`src/rtl/sample_addr_seq.sv`:
```
module sample_addr_seq #(
  parameter int ADDR_W   = 16,
  parameter int TICK_DIV = 48
) (
  input  logic              clk,
  input  logic              rst_n,
  input  logic              wr_start,
  input  logic              wr_end,
  input  logic              wr_hold,
  input  logic              wr_release,
  input  logic [ADDR_W-1:0] wr_data,
  output logic [ADDR_W-1:0] rom_addr,
  output logic              smp_stb,
  output logic              dec_rst
);
  localparam int DW = (TICK_DIV > 2) ? $clog2(TICK_DIV) : 1;
  localparam logic [DW-1:0] DIV_LAST = DW'(TICK_DIV - 1);

  logic [DW-1:0]     div_q;
  logic [ADDR_W-1:0] addr_q;
  logic [ADDR_W-1:0] end_q;
  logic              run_q;
  logic              tick;
  logic              at_end;

  assign tick   = run_q && (div_q == DIV_LAST);
  assign at_end = (addr_q == end_q);

  always_ff @(posedge clk) begin
    if (!rst_n) begin
      run_q  <= 1'b0;
      div_q  <= '0;
      addr_q <= '0;
      end_q  <= '0;
    end else begin
      if (wr_hold)              run_q <= 1'b0;
      else if (tick && at_end)  run_q <= 1'b0;
      else if (wr_release)      run_q <= 1'b1;

      if (!run_q || tick) div_q <= '0;
      else                div_q <= div_q + 1'b1;

      if (wr_start)            addr_q <= wr_data;
      else if (tick && !at_end) addr_q <= addr_q + 1'b1;

      if (wr_end) end_q <= wr_data;
    end
  end

  assign rom_addr = addr_q;
  assign smp_stb  = tick;
  assign dec_rst  = !run_q;

  always_comb begin
    if (rst_n) assert (div_q < TICK_DIV) else $error("divider out of range");
  end

  p_held_addr_stable_r2: assert property (@(posedge clk) disable iff (!rst_n)
    (dec_rst && !wr_start) |=> $stable(rom_addr));

  p_stb_gap_r3: assert property (@(posedge clk) disable iff (!rst_n)
    smp_stb |=> !smp_stb);

  p_load_r4: assert property (@(posedge clk) disable iff (!rst_n)
    wr_start |=> (rom_addr == $past(wr_data)));

  p_step_r4: assert property (@(posedge clk) disable iff (!rst_n)
    (smp_stb && (rom_addr != end_q) && !wr_start) |=> (rom_addr == $past(rom_addr) + 1'b1));

  p_stop_at_end_r5: assert property (@(posedge clk) disable iff (!rst_n)
    (smp_stb && (rom_addr == end_q)) |=> dec_rst);

  p_hold_r7: assert property (@(posedge clk) disable iff (!rst_n)
    wr_hold |=> (dec_rst && !smp_stb));
endmodule

```
`config.mk`:
```
export PLATFORM = sky130hd
export DESIGN_NAME = sample_addr_seq
export DESIGN_NICKNAME = d
export VERILOG_FILES = /design/src/rtl/sample_addr_seq.sv
export SDC_FILE = /design/constraint.sdc
export NUM_CORES = 1
export LEC_CHECK = 0
export CORE_MARGIN = 2
export CORE_UTILIZATION = 40
export CTS_CLUSTER_DIAMETER = 50
export CTS_CLUSTER_SIZE = 8
export DETAILED_ROUTE_END_ITERATION = 8
export MAX_ROUTING_LAYER = met4
export PLACE_DENSITY = 0.61
export SLEW_MARGIN = 20
export SYNTH_ARGS = -nofsm -noshare
export SYNTH_HDL_FRONTEND = slang
export SYNTH_SLANG_ARGS = --single-unit
```
`constraint.sdc`:
```
create_clock -name clk -period 3.35 [get_ports clk]
set_input_delay 0.5025 -clock clk [delete_from_list [all_inputs] [get_ports clk]]
set_output_delay 0.5025 -clock clk [all_outputs]
set_load 0.005 [all_outputs]
```
-- Word level (Yosys, flattened, before mapping)
Index checks and enable logic that the tools add are counted.
- add/subtract/negate cells: 2
- eq/ne operators: 2
- multiplexer cells: 2
- bitwise operators: 1
- reduce and logical (&&, ||, !) cells: 9
- operators with widths (operator ; count):
    two-way mux 16 bit ; 2
    adder 16 x 1 -> 16 bit, second input constant ; 1
    == test 16 bit ; 1
    adder 6 x 1 -> 6 bit, second input constant ; 1
    == test 6 bit, second input constant ; 1
    logical AND 1 bit ; 3
    OR reduction 3 bit ; 1
    zero test 1 bit ; 2
    nonzero test 2 bit ; 1
    OR reduction 2 bit ; 1
    logical OR 1 bit ; 1
    inverter 1 bit ; 1
- bits in registers: 39
- input bits: 22
- output and inout bits: 18

-- Depth between registers and ports, before layout
Gate-level depths: netlist of run 1.
- depth after elaboration: 5
- gate-level depth with buffers: 8
- gate-level depth less buffers: 7

-- Worst setup path after synthesis of run 1
Ideal clock, no wire load.
- path kind: reg-to-reg
- start point: reg div_q[0]
- end point: reg addr_q[7], in the netlist rom_addr[7]
- library setup time: 0.074 ns
- data arrival time: 2.085 ns
- data required time: 3.276 ns
- slack: 1.191 ns
- stages on the path, launching flop included: 8
- cells stage by stage: dfxtp_1 > ha_1 > nand3_1 > or4_4 > buf_6 > or3_4 > or4_1 > a31oi_1
- word-level cells in the longest chain between the ends: 4
- RTL lines (what ; RTL line ; text):
    start, declared ; 19 ; logic [DW-1:0] div_q;
    start signal, assigned ; 41 ; else div_q <= div_q + 1'b1;
    == test 6 bit ; 26 ; assign tick = run_q && (div_q == DIV_LAST);
    logical AND 1 bit ; 26 ;
    logical AND 1 bit ; 44 ; else if (tick && !at_end) addr_q <= addr_q + 1'b1;
    nonzero test 2 bit (no source line) ; -- ;
    end signal, assigned ; 43 ; if (wr_start) addr_q <= wr_data;
    end signal, assigned ; 44 ;
    end, declared ; 20 ; logic [ADDR_W-1:0] addr_q;
Every way passes these cells.
A chain may end at the register's enable or synchronous reset.

-- Final worst setup path of run 1
- start point: reg div_q[0]
- end point: out smp_stb
- word-level cells in the longest chain between the ends: 2
- RTL lines (what ; RTL line ; text):
    == test 6 bit ; 26 ;
    logical AND 1 bit ; 26 ;
    end, declared ; 13 ; output logic smp_stb,
Every way passes these cells.

==> results of run 1 <==
-- stage by stage --
stage           util  setup WS, ns
6_report       0.528         0.629
3_5_place_dp   0.511         0.959
4_1_cts        0.528         0.630
2_1_floorplan      -          1.19
5_1_grt        0.528         0.523
3_3_place_gp   0.511         0.991
-- placed cells by master, fill, tap and decap left out, drive strengths merged, types with 10 or more instances in the layout --
cell	instances
o21ai	23
clkdlybuf4s50	39
xor2	17
nor2b	16
nor2	13
nand2	11
mux2i	16
dfxtp	39
a31oi	10
-- layer usage --
metal	up-vias	routed length, um	track usage
li1	920	-	-
met1	832	2480	0.276
met2	45	2040	0.277
met3	2	218	0.0428
met4	0	27	0.0536
met5	-	0	-
-- power by group --
part | internal [uW] | leakage (uW) | switching [uW] | total [uW]
registers | 489 | 0.000322 | 31.4 | 521
logic | 85.3 | 0.000561 | 63.3 | 149
clock network | 146 | 0.0000422 | 159 | 305
-- registers in the layout (all words and copies together) (netlist names) --
register  count
run_q         1
div_q         6
end_q        16
rom_addr     16
-- worst paths after layout --
check	cells after the start	endpoint	start
worst max register to register	6	rom_addr[8]	rom_addr[9]
worst min-delay path	1	div_q[0]	div_q[0]
worst max-delay path	5	smp_stb	div_q[0]
worst min register to register	1	div_q[0]	div_q[0]
-- cell type report --
cell class                      count  area (sq um)
Tap cell                           67          83.8
Clock inverter                      1          5.00
Multi-Input combinational cell    173          1140
Timing Repair Buffer               42           413
Fill cell                         485          2260
Inverter                            7          26.3
Sequential cell                    39           781
Clock buffer                        7          76.3
-- worst max-delay path, cell delays in order (launching register included) --
cell and delay [ns]:
dfxtp_1 0.36, ha_1 0.19, nand3_1 0.13, or4_4 0.51, inv_2 0.20, clkdlybuf4s50_1 0.54
-- cell families after synthesis --
group,synth area share
xor+xnor,0.0828
buf+inv,0.0436
mux,0.0797
simple gates,0.253
compound gates,0.139
flops,0.389
fa+ha+maj,0.0125
==> results.sh, run 1 <==
export IMPL_drtIter0Drc=127
export IMPL_drive_gt1_frac=0.0632
export IMPL_syn_nets=257
export IMPL_synth_avg_cell_area_sq_um=8.62
export IMPL_nets=292
export IMPL_viasPerCell=5.35
export IMPL_wl_per_cell_um=14.2
export IMPL_period_share=0.812
export IMPL_grt_pass1_wl_um=8070
export IMPL_ctsLongestPathBuffers=2
export IMPL_cts_root_buf="clkbuf_8"
export IMPL_worstMarginPinSlew_ns=0.778
export IMPL_dieArea_sq_um=5610
export IMPL_ys_seq_area_frac=0.389
export IMPL_ios=40
export IMPL_first_global_vias=1651
export IMPL_rsz0062_at_grt="false"
export IMPL_rows=25
export IMPL_die_w_um=74.9
export IMPL_fin_skew_ns=0.00844
export IMPL_dpl_cell_count=328
export IMPL_ant_nets=0
export IMPL_post_cts_buffers=0
export IMPL_yosys_warnings=0
export IMPL_vias=1799
export IMPL_tns_ns=0
export IMPL_synth_area_top_cells="dfxtp_1 39%, mux2i_1 8.0%, xor2_1 7.4%"
export IMPL_placed_area_sq_um=2440
export IMPL_dpl_hpwl_um=3440
export IMPL_clk_latency_ns=0.29
export IMPL_fin_crit_ns=2.72
export IMPL_post_cts_resized=0
export IMPL_dr_pass1_iters=4
export IMPL_grt_usage=0.194
export IMPL_synth_ff_latch_count=39
export IMPL_status="finished, final reports clean"
export IMPL_path_max_fanout=10
export IMPL_synthMostInstantiatedCell="dfxtp_1"
export IMPL_synth_common_cells="39 x dfxtp_1, 23 x o21ai_0, 17 x xor2_1"
export IMPL_p_per_area_nw_per_um2=386
export IMPL_irDropWorstVdd_mv=0.175
export IMPL_p_leak_uw=0.000925
export IMPL_cts_sinks=39
export IMPL_die_y_um=74.9
export IMPL_syn2layout_area_growth_pct=25.7
export IMPL_syn_area_sq_um=2010
export IMPL_r2r_slack_ns=1.05
export IMPL_numPortBuffers=39
export IMPL_hp_class="register to register"
export IMPL_synth_top_area_cell="dfxtp_1"
export IMPL_whs_ns=0.451
export IMPL_synthFlopType="dfxtp_1"
export IMPL_path_clk_slew_ns=0.07
export IMPL_synth_top_cell_area_share=0.389
export IMPL_critPathKind="register to output port"
export IMPL_synth_cell_type_count=38
export IMPL_startpoint_type="register"
export IMPL_grt_max_degree=31
export IMPL_finalSetupViolCount=0
export IMPL_slew_headroom=0.481
export IMPL_core_area_sq_um=4790
export IMPL_slew_violations=0
export IMPL_ys_async_sr_fraction=0
export IMPL_maxCapViolations=0
export IMPL_crit_arrival_ns=2.22
export IMPL_diodes=0
export IMPL_stdcell_area_sq_um=2530
export IMPL_p_total_uw=974
export IMPL_worstPathRequired_ns=2.85
export IMPL_drc_errors=0
export IMPL_routed_wl_um=4770
export IMPL_stdcell_count=336
export IMPL_gp_congestion=0.832
export IMPL_start_util=0.420
export IMPL_cts_hold_fix_buffers=0
export IMPL_grt_overflow_total=0
export IMPL_cts_buffers=5
export IMPL_synth_edff_count=0
export IMPL_antenna_found_initial=0
export IMPL_clock_fmax_mhz=368
export IMPL_cts_tree="built"
export IMPL_critPathCaptureType="output port"
export IMPL_synthCells=233
export IMPL_hold_viol=0
export IMPL_h_tree_depth=2
No activity file was read; power rests on OpenSTA's default activity.
==> run 2: changes to the inputs <==
Clock period 3.35 ns to 2.7 ns, I/O delays scaled along.
==> run 2 against run 1 <==
  * Final area grew 1.1%
  * Worst hold slack better by 0.0052 ns
  * Die area unchanged
  * Sequential power rose by 24%
  * Power rose by 30%
  * Count of clock-buffer cells in the layout rose by 1
  * Clock skew fell by 0.0041 ns
  * Combinational power rose by 26%
  * Critical path type unchanged
==> results.sh, run 2 (synthesized netlist as in run 1, its figures left out) <==
export IMPL_path_buf_inv=2
export IMPL_crit_chain="ha_1 -> nand3_1 -> or4_4 -> inv_4 -> clkdlybuf4s50_1"
export IMPL_grt_pass1_wl_um=7980
export IMPL_p_leak_uw=0.000939
export IMPL_grt_overflow_total=0
export IMPL_tns_ns=0
export IMPL_viasPerCell=5.39
export IMPL_fill_cells=472
export IMPL_gp_congestion=0.840
export IMPL_critPathCaptureType="output port"
export IMPL_crit_slowest_cell="or4_4"
export IMPL_routed_wl_um=4920
export IMPL_clk_latency_ns=0.29
export IMPL_wl_per_cell_um=14.6
export IMPL_antenna_found_initial=0
export IMPL_dpl_hpwl_um=3470
export IMPL_hp_class="register to register"
export IMPL_grt_max_degree=21
export IMPL_holdPathStages=1
export IMPL_rr_endpoint="rom_addr[15]"
export IMPL_utilization=0.534
export IMPL_startpoint_type="register"
export IMPL_p_per_area_nw_per_um2=495
export IMPL_drtIter0Drc=86
export IMPL_first_global_vias=1652
export IMPL_fin_crit_ns=2.57
export IMPL_hold_viol=0
export IMPL_dr_pass1_iters=4
export IMPL_slew_headroom=0.477
export IMPL_min_to="div_q[0]"
export IMPL_drc_errors=0
export IMPL_fin_skew_ns=0.00430
export IMPL_finalSetupViolCount=0
export IMPL_syn2layout_area_growth_pct=27.1
export IMPL_timing_rr_start="rom_addr[3]"
export IMPL_cpPeakStageDelay_ns=0.52
export IMPL_dp_slack_ns=0.400
export IMPL_period_share=0.950
export IMPL_die_y_um=74.9
export IMPL_path_clk_slew_ns=0.07
export IMPL_dieArea_sq_um=5610
export IMPL_status="finished, final reports clean"
export IMPL_start_util=0.420
export IMPL_die_w_um=74.9
export IMPL_crit_start="div_q[0]"
export IMPL_post_cts_buffers=0
export IMPL_cts_tree="built"
export IMPL_reg2regPathDepth=6
export IMPL_path_max_fanout=10
export IMPL_core_area_sq_um=4790
export IMPL_numPortBuffers=39
export IMPL_worstMarginPinSlew_ns=0.773
export IMPL_rows=25
export IMPL_critPathKind="register to output port"
export IMPL_p_total_uw=1270
export IMPL_h_tree_depth=2
export IMPL_ant_nets=0
export IMPL_rsz0062_at_grt="false"
export IMPL_drive_gt1_frac=0.0704
export IMPL_grt_usage=0.193
export IMPL_cts_sinks=39
export IMPL_ios=40
export IMPL_diodes=0
export IMPL_setup_slack_ns=0.134
export IMPL_cts_root_buf="clkbuf_8"
export IMPL_clock_fmax_mhz=390
export IMPL_hp_start="div_q[0]"
export IMPL_worstPathRequired_ns=2.30
export IMPL_ctsLongestPathBuffers=2
export IMPL_irDropWorstVdd_mv=0.230
export IMPL_cts_hold_fix_buffers=0
export IMPL_cts_buffers=5
export IMPL_slew_violations=0
export IMPL_r2r_slack_ns=0.39
export IMPL_crit_arrival_ns=2.16
export IMPL_vias=1817
export IMPL_maxCapViolations=0
export IMPL_nets=293
export IMPL_layout_common_cells="39 x dfxtp_1, 39 x clkdlybuf4s50_1, 23 x o21ai_0"
export IMPL_crit_family="buffers and inverters"
==> run 2: changes by cell type in the layout (fill, tap and decap cells not counted), sizes merged <==
cell | before | now
buf | 3 | 4
clkinv | 1 | 0
clkbuf | 7 | 8
==> run 2: how the worst max path moves through the flow <==
stage	end	slack (ns)	depth (start not counted)
2_1_floorplan	rom_addr[7]	0.54	7
3_3_place_gp	smp_stb	0.44	5
3_5_place_dp	rom_addr[2]	0.40	6
4_1_cts	smp_stb	0.09	5
5_1_grt	smp_stb	0.04	5
6_report	smp_stb	0.13	5
==> run 2: cell type report <==
class                           count  area, sq um  share of cell area
Tap cell                           67         83.8              0.0328
Sequential cell                    39          781               0.306
Clock buffer                        8          100              0.0392
Inverter                            7         28.8              0.0113
Multi-Input combinational cell    173         1140               0.447
Timing Repair Buffer               43          420               0.165
==> run 2: timing repair <==
item | 4_1_cts | 5_1_grt
hold endpoints to repair | 0 | 0
setup endpoints to repair | 0 | 1
gates resized for setup | 0 | 1
==> run 2: report_power, final <==
group / switching, uW / internal [uW] / leakage, uW
registers: 39.4 / 607 / 0.000322
clock network: 200 / 233 / 0.0000515
logic: 79.7 / 107 / 0.000565
==> run 2: per-stage QoR <==
step / cells / hold slack, ns / cell area (sq um)
detailed placement: 329 / 0.447 / 2450
finish: 337 / 0.456 / 2550
floorplan: 233 / 0.418 / 2010
CTS: 337 / 0.460 / 2550
global placement: 329 / 0.431 / 2450
global route: 337 / 0.481 / 2550
==> run 2: per-layer routing <==
| metal | vias to the layer above | wire length (um) | global-route usage |
|---|---|---|---|
| li1 | 919 | - | - |
| met1 | 850 | 2470 | 0.277 |
| met2 | 43 | 2160 | 0.276 |
| met3 | 5 | 226 | 0.0361 |
| met4 | 0 | 59 | 0.0536 |
| met5 | - | 0 | - |
==> run 3: changes to the inputs <==
--- a/config.mk
+++ b/config.mk
@@ -11,4 +11,5 @@
 export CTS_CLUSTER_SIZE = 8
 export DETAILED_ROUTE_END_ITERATION = 8
+export GPL_ROUTABILITY_DRIVEN = 0
 export MAX_ROUTING_LAYER = met4
 export PLACE_DENSITY = 0.61
==> constraint.sdc (replaced) <==
create_clock -name clk -period 2.7 [get_ports clk]
set_input_delay 0.27 -clock clk [delete_from_list [all_inputs] [get_ports clk]]
set_output_delay 0.27 -clock clk [all_outputs]
set_load 0.005 [all_outputs]
==> run 3 against run 2 <==
  * First-iteration DRC count is 21% higher
  * Highest routed layer unchanged
  * Critical endpoint unchanged
  * Count of clock-buffer cells in the layout is 2 lower
  * Clock skew hardly changed
  * Setup slack better by 0.086 ns
  * Critical path type unchanged
==> results.sh, run 3 (synthesized netlist as in run 1, its figures left out) <==
export IMPL_status="finished, final reports clean"
export IMPL_period_share=0.919
export IMPL_routed_wl_um=4840
export IMPL_maxCapViolations=0
export IMPL_rr_endpoint="rom_addr[8]"
export IMPL_h_tree_depth=2
export IMPL_cts_hold_fix_buffers=0
export IMPL_hp_start="div_q[0]"
export IMPL_dpl_hpwl_um=3510
export IMPL_clock_fmax_mhz=403
export IMPL_numPortBuffers=39
export IMPL_cts_root_buf="clkbuf_8"
export IMPL_min_to="div_q[0]"
export IMPL_fin_skew_ns=0.00447
export IMPL_dp_slack_ns=0.486
export IMPL_grt_max_degree=21
export IMPL_hold_viol=0
export IMPL_grt_usage=0.196
export IMPL_diodes=0
export IMPL_path_clk_slew_ns=0.07
export IMPL_worstPathRequired_ns=2.43
export IMPL_dieArea_sq_um=5610
export IMPL_ctsLongestPathBuffers=2
export IMPL_cts_tree="built"
export IMPL_grt_pass1_wl_um=8250
export IMPL_die_y_um=74.9
export IMPL_post_cts_resized=0
export IMPL_cts_sinks=39
export IMPL_die_w_um=74.9
export IMPL_fin_crit_ns=2.48
export IMPL_grt_overflow_total=0
export IMPL_critPathCaptureType="output port"
export IMPL_reg2regPathDepth=7
export IMPL_slew_violations=0
export IMPL_p_leak_uw=0.000944
export IMPL_timing_rr_start="div_q[0]"
export IMPL_clk_latency_ns=0.29
export IMPL_viasPerCell=5.27
export IMPL_ant_nets=0
export IMPL_setup_slack_ns=0.219
export IMPL_critPathKind="register to output port"
export IMPL_layout_common_cells="39 x dfxtp_1, 39 x clkdlybuf4s50_1, 23 x o21ai_0"
export IMPL_antenna_found_initial=0
export IMPL_r2r_slack_ns=0.45
export IMPL_worstMarginPinSlew_ns=0.503
export IMPL_rsz0062_at_grt="false"
export IMPL_first_global_vias=1708
export IMPL_startpoint_type="register"
export IMPL_wl_per_cell_um=14.2
export IMPL_p_per_area_nw_per_um2=477
export IMPL_tns_ns=0
export IMPL_start_util=0.420
export IMPL_vias=1793
export IMPL_slew_headroom=0.664
export IMPL_cts_buffers=5
export IMPL_holdPathStages=1
export IMPL_drive_gt1_frac=0.0806
export IMPL_syn2layout_area_growth_pct=27.4
export IMPL_finalSetupViolCount=0
export IMPL_drtIter0Drc=104
export IMPL_crit_arrival_ns=2.21
export IMPL_nets=296
export IMPL_rows=25
export IMPL_dr_pass1_iters=4
export IMPL_hp_class="register to register"
export IMPL_drc_errors=0
export IMPL_path_max_fanout=10
export IMPL_ios=40
export IMPL_core_area_sq_um=4790
export IMPL_irDropWorstVdd_mv=0.193
export IMPL_post_cts_buffers=0
## run 3: area by class of cell
type	count	area [sq um]
Inverter	7	26.3
Timing Repair Buffer	46	443
Multi-Input combinational cell	173	1140
Clock inverter	2	12.5
Fill cell	472	2230
Tap cell	67	83.8
Sequential cell	39	781
Clock buffer	6	72.6
## run 3: worst max-delay path by stage
stage                   from          end  slack [ns]
CTS                 div_q[0]      smp_stb        0.20
global placement    div_q[0]  rom_addr[7]        0.52
detailed placement  div_q[0]  rom_addr[7]        0.49
global route        div_q[0]      smp_stb        0.11
finish              div_q[0]      smp_stb        0.22
floorplan           div_q[0]  rom_addr[7]        0.54
## run 3: metal layers
layer | wire [um] | vias to the layer above | global-route usage
met5 | 0 | - | -
met4 | 40 | 0 | 0.0536
met3 | 232 | 4 | 0.0361
met2 | 2050 | 42 | 0.280
met1 | 2520 | 824 | 0.284
li1 | - | 923 | -
## run 3: metrics by stage
step	power, uW	std cells	hold slack [ns]	instance area [sq um]	util
4_1_cts	1240	340	0.456	2560	0.535
6_report	1220	340	0.453	2560	0.535
3_5_place_dp	849	332	0.442	2470	0.517
3_3_place_gp	848	332	0.427	2470	0.517
2_1_floorplan	747	233	0.418	2010	-
5_1_grt	1280	340	0.490	2560	0.535
## run 3: where the power goes
| group | internal (uW) | switching (uW) |
|---|---|---|
| registers | 607 | 37.7 |
| clock network | 181 | 206 |
| logic | 109 | 80.8 |
## run 3: critical path: stages, from the launching register on
cell	delay (ns)
dfxtp_1	0.36
ha_1	0.20
nand3_1	0.13
or4_4	0.52
inv_2	0.19
clkdlybuf4s50_1	0.53
